[src/rtl/nic_irq_status.sv]
module nic_irq_status #(
  parameter int IDX_W = 4,
  parameter int LVL_W = 8,
  parameter int CNT_W = 6
) (
  input  logic             clk,
  input  logic             rst_n,
  input  logic             bus_sel,
  input  logic             bus_rd,
  input  logic             bus_wr,
  input  logic [19:0]      bus_wdata,
  output logic [19:0]      bus_rdata,
  input  logic             dma_tgt_abort,
  input  logic             dma_mst_abort,
  input  logic             dma_bad_desc,
  input  logic             dma_parity_err,
  input  logic             stop_on_parity,
  input  logic             tx_last_queued_done,
  input  logic             tx_frame_dma_done,
  input  logic             tx_frame_sent,
  input  logic             rx2_early,
  input  logic             rx2_frame_done,
  input  logic             tx_dma_busy,
  input  logic [LVL_W-1:0] tx_fifo_bytes,
  input  logic [LVL_W-1:0] tx_low_thresh,
  input  logic [CNT_W-1:0] rx2_cq_free,
  input  logic [CNT_W-1:0] rx2_cq_thresh,
  input  logic             rx1_fetch,
  input  logic [IDX_W-1:0] rx1_prod,
  input  logic [IDX_W-1:0] rx1_cons,
  input  logic [IDX_W-1:0] rx1_low_thresh,
  output logic             irq
);

  localparam logic [19:0] STICKY = 20'hF7800;
  localparam int B_EARLY = 11, B_QDONE = 12, B_DDONE = 13, B_SENT = 14;
  localparam int B_SUM = 15, B_BUFLO = 16, B_CQLO = 17, B_TXLO = 18, B_DMAERR = 19;

  logic [19:0] stat_q, mask_q, set_v, clr_bus, view;
  logic [IDX_W-1:0] avail;
  logic tx_low, cq_low, buf_low;
  logic tx_low_q, cq_low_q, buf_low_q;

  assign avail   = rx1_prod - rx1_cons;
  assign tx_low  = tx_dma_busy && (tx_fifo_bytes < tx_low_thresh);
  assign cq_low  = rx2_cq_free < rx2_cq_thresh;
  assign buf_low = avail < rx1_low_thresh;

  always_comb begin
    set_v           = '0;
    set_v[B_DMAERR] = dma_tgt_abort | dma_mst_abort | dma_bad_desc |
                      (dma_parity_err & stop_on_parity);
    set_v[B_TXLO]   = tx_low & ~tx_low_q;
    set_v[B_CQLO]   = cq_low & ~cq_low_q;
    set_v[B_BUFLO]  = rx1_fetch & buf_low & ~buf_low_q;
    set_v[B_SENT]   = tx_frame_sent;
    set_v[B_DDONE]  = tx_frame_dma_done;
    set_v[B_QDONE]  = tx_last_queued_done;
    set_v[B_EARLY]  = rx2_early;
  end

  assign clr_bus = ((bus_rd && !bus_sel) ? STICKY : 20'h0) |
                   ((bus_wr && !bus_sel) ? bus_wdata : 20'h0);

  always_ff @(posedge clk or negedge rst_n) begin
    if (!rst_n) begin
      stat_q    <= '0;
      mask_q    <= '0;
      tx_low_q  <= 1'b0;
      cq_low_q  <= 1'b0;
      buf_low_q <= 1'b0;
    end else begin
      stat_q <= (((stat_q & ~clr_bus) | set_v) & STICKY) &
                ~(rx2_frame_done ? (20'h1 << B_EARLY) : 20'h0);
      if (bus_wr && bus_sel) mask_q <= bus_wdata;
      tx_low_q <= tx_low;
      cq_low_q <= cq_low;
      if (rx1_fetch) buf_low_q <= buf_low;
    end
  end

  always_comb begin
    view        = stat_q;
    view[B_SUM] = |stat_q[14:8];
  end

  assign bus_rdata = bus_sel ? mask_q : view;
  assign irq       = |(view & mask_q);


  rd_clear_chk: assert property (@(posedge clk) disable iff (!rst_n)
    (bus_rd && !bus_sel && set_v == 20'h0) |=> (stat_q == 20'h0));


  parity_gate_chk: assert property (@(posedge clk) disable iff (!rst_n)
    (dma_parity_err && !stop_on_parity && !dma_tgt_abort && !dma_mst_abort &&
     !dma_bad_desc && !stat_q[B_DMAERR]) |=> !stat_q[B_DMAERR]);


  early_done_chk: assert property (@(posedge clk) disable iff (!rst_n)
    rx2_frame_done |=> !stat_q[B_EARLY]);


  w1c_chk: assert property (@(posedge clk) disable iff (!rst_n)
    (bus_wr && !bus_sel && bus_wdata[B_DDONE] && !tx_frame_dma_done) |=> !stat_q[B_DDONE]);


  set_wins_chk: assert property (@(posedge clk) disable iff (!rst_n)
    tx_frame_sent |=> stat_q[B_SENT]);


  irq_mask_chk: assert property (@(posedge clk) disable iff (!rst_n)
    (mask_q == 20'h0) |-> !irq);

endmodule

[config.mk]
export PLATFORM = sky130hd
export DESIGN_NAME = nic_irq_status
export DESIGN_NICKNAME = d
export VERILOG_FILES = /design/src/rtl/nic_irq_status.sv
export SDC_FILE = /design/constraint.sdc
export NUM_CORES = 1
export LEC_CHECK = 0
export BUFFER_PORTS_ARGS = -buffer_cell sky130_fd_sc_hd__buf_2
export CORE_MARGIN = 2
export CORE_UTILIZATION = 45
export CTS_CLUSTER_SIZE = 30
export DETAILED_ROUTE_END_ITERATION = 7
export GPL_TIMING_DRIVEN = 0
export PLACE_DENSITY = 0.9
export SETUP_SLACK_MARGIN = 0.2
export SLEW_MARGIN = 20
export SYNTH_ARGS = -nofsm -noshare
export SYNTH_HDL_FRONTEND = slang
export SYNTH_SLANG_ARGS = --single-unit
[constraint.sdc]
create_clock -name clk -period 1.9 [get_ports clk]
set_input_delay 0.57 -clock clk [delete_from_list [all_inputs] [get_ports clk]]
set_output_delay 0.57 -clock clk [all_outputs]
set_load 0.005 [all_outputs]
==> qor.yml <==
numPortBuffers: 95
clk_pin_slew_ns: 0.07
cts_root_buffer: "clkbuf_8"
rsz0062_at_grt: "yes"
final_cell_mix: "85 x buf_2, 31 x dfrtp_1, 29 x mux2_2, 19 x inv_1, 16 x ha_1"
first_pass_iters: 4
drt-initial-drc-count: 83
antenna_found_initial: 0
n_antenna_cell: 0
grt_overflow: 0
fmax_mhz: 459
finalCriticalPeriod_ns: 2.18
final.period_utilization: 1.15
cp.required_ns: 1.33
drc: 0
row_count: 23
slowest_stage: "or4_4"
clk_latency_ns: 0.28
max_slew_margin: 0.536
status: "finished, violations left"
grt_max_degree: 32
synth_top_area_frac: 0.407
hpwl_um: 3570
worstMarginPinSlew_ns: 0.697
drv_slew: 0
final-setup-viol-count: 8
synth_cell_types: 34
antenna_left: 0
yosys_register_bits: 31
fill_cells: 311
cts_max_path_buffers: 2
initial_core_util: 0.473
yosysWarnings: 0
die_h_um: 69.1
syn_to_final_growth_pct: 48.3
grt_pass1_wl_um: 8250
vias: 1712
place_ws_ns: -0.488
layout-drive-gt1-share: 0.573
htree_levels: 2
layout_commonest_cell: "buf_2"
vias_per_cell: 5.10
routedWlPerCell_um: 14.2
crit_path_end_kind: "output pin"
cp_max_fo: 2
synth.avg_cell_area_um2: 10.7
min_path_type: "input pin to async pin"
powerDensity_nw_per_um2: 736
syn_area_um2: 1910
ir_drop_mv: 0.447
die_w_um: 69.1
groute.usage.overall: 0.212
violations: "setup timing"
netlist_top_cells_area: "dfrtp_1 41%, mux2_2 17%, ha_1 12%, inv_1 4.1%, and2_1 3.6%"
grt_pass1_vias: 1866
critPathKind: "register to output pin"
nets: 381
synth_fp_nets: 275
path_cells: "or4_4, mux2_2, buf_2"
hold_violations: 0
synth_cells: 179
cts.sinks: 31
tritoncts: "done"
synth-seq-area-share: 0.407
routabilityCongestion: 0.844
wirelength_um: 4790
crit_path_start_kind: "register"
critPathMaxStageDelay_ns: 0.53
arrival_ns: 1.61
cts_buffers: 5
coreArea_um2: 4030
fin_ws_ns: -0.276
yosysTopAreaCell: "dfrtp_1"
dieArea_um2: 4770
clock_skew_ns: 0.0000537
p_leak_nw: 1.43
cts_hold_buf: 0
maxCapViolations: 0
fin_tns_setup_ns: -0.699
num_io_pins: 98
-- flip-flops by register name (all words and copies together) (netlist names) --
register	flops
mask_q	20
buf_low_q	1
tx_low_q	1
stat_q	8
cq_low_q	1
-- repair_timing --
action / CTS / global route
gates resized for setup: 16 / 21
gates cloned: 1 / 0
pin swaps: 1 / 0
buffers inserted: 2 / 1
setup endpoints to repair: 23 / 23
-- metrics by stage --
step / std cells / cell area, um^2 / total power, mW / hold slack [ns] / util
after detailed placement: 324 / 2510 / 1.33 / 0.420 / 0.623
after global routing: 336 / 2830 / 2.21 / 0.385 / 0.702
after CTS: 335 / 2720 / 2.04 / 0.345 / 0.675
after global placement: 324 / 2510 / 1.30 / 0.414 / 0.623
after floorplan: 179 / 1970 / 1.12 / 0.274 / -
final: 336 / 2830 / 2.08 / 0.335 / 0.702
-- metal layers --
layer	share of wire	GRT usage
met5	0	0
met1	0.40	0.231
met4	0.016	0.0828
met2	0.52	0.392
met3	0.062	0.0512
-- critical path: cells and delay by family, from the launching register on --
family | cells | cell delay [ns]
flip-flops | 1 | 0.39
AND/OR/NAND/NOR | 1 | 0.53
buffers and inverters | 1 | 0.13
multiplexers | 1 | 0.27
-- cell usage after synthesis --
| cell | number |
|---|---|
| a2111oi_0 | 1 |
| a211o_1 | 1 |
| a211oi_1 | 2 |
| a21o_1 | 1 |
| a21oi_1 | 12 |
| a221oi_1 | 1 |
| a22o_2 | 1 |
| a22oi_1 | 2 |
| a31o_2 | 1 |
| and2_1 | 11 |
| buf_2 | 5 |
| clkbuf_1 | 2 |
| dfrtp_1 | 31 |
| fa_1 | 1 |
| ha_1 | 18 |
| inv_1 | 21 |
| mux2_2 | 29 |
| mux2i_1 | 1 |
| nand2_1 | 6 |
| nand2b_1 | 4 |
| nand3_1 | 1 |
| nand4_1 | 2 |
| nand4b_1 | 1 |
| nor2_1 | 3 |
| nor3_1 | 1 |
| o2111ai_1 | 2 |
| o21ai_0 | 10 |
| o31ai_1 | 1 |
| o41ai_1 | 1 |
| or2_2 | 1 |
| or3b_1 | 1 |
| or4_4 | 1 |
| xnor2_1 | 2 |
| xor2_1 | 1 |
-- logic make-up (layout without fill, tap and decap cells) --
| kind of cell | count (synthesis) | in the layout | synth area share |
|---|---|---|---|
| AOI/OAI and AO/OA | 36 | 36 | 0.119 |
| and+or+nand+nor | 32 | 32 | 0.0971 |
| DFF | 31 | 31 | 0.407 |
| muxes | 30 | 30 | 0.177 |
| buffers and inverters | 28 | 135 | 0.0584 |
| adders and majority gates | 19 | 19 | 0.129 |
| xor gates and xnor gates | 3 | 3 | 0.0138 |
-- area by class of cell --
class	count	area, um^2	share of cell area
clock inverter	2	35.0	0.0124
multi-input combinational	120	1100	0.389
buffer	7	65.1	0.0230
tap	50	62.6	0.0221
clock buffer	6	82.6	0.0292
inverter	21	91.3	0.0323
timing repair buffer	99	614	0.217
sequential	31	776	0.274
-- path summary, 6_finish.rpt --
kind	slack [ns]	from	cells past startpoint	end
setup / recovery	-0.28	stat_q[11]	3	bus_rdata[15]
hold / removal	0.33	rst_n	1	mask_q[4]
setup reg to reg	1.06	stat_q[11]	3	stat_q[11]
hold reg to reg	0.43	tx_low_q	1	stat_q[18]
max in group asynchronous	1.12	rst_n	1	mask_q[2]
min in group clk	0.43	rx2_frame_done	2	stat_q[11]
-- where the power goes --
part | switching [mW] | internal (mW)
Combinational | 0.232 | 0.358
Clock | 0.243 | 0.424
Sequential | 0.0650 | 0.759
(Power assumes the default switching activity.)
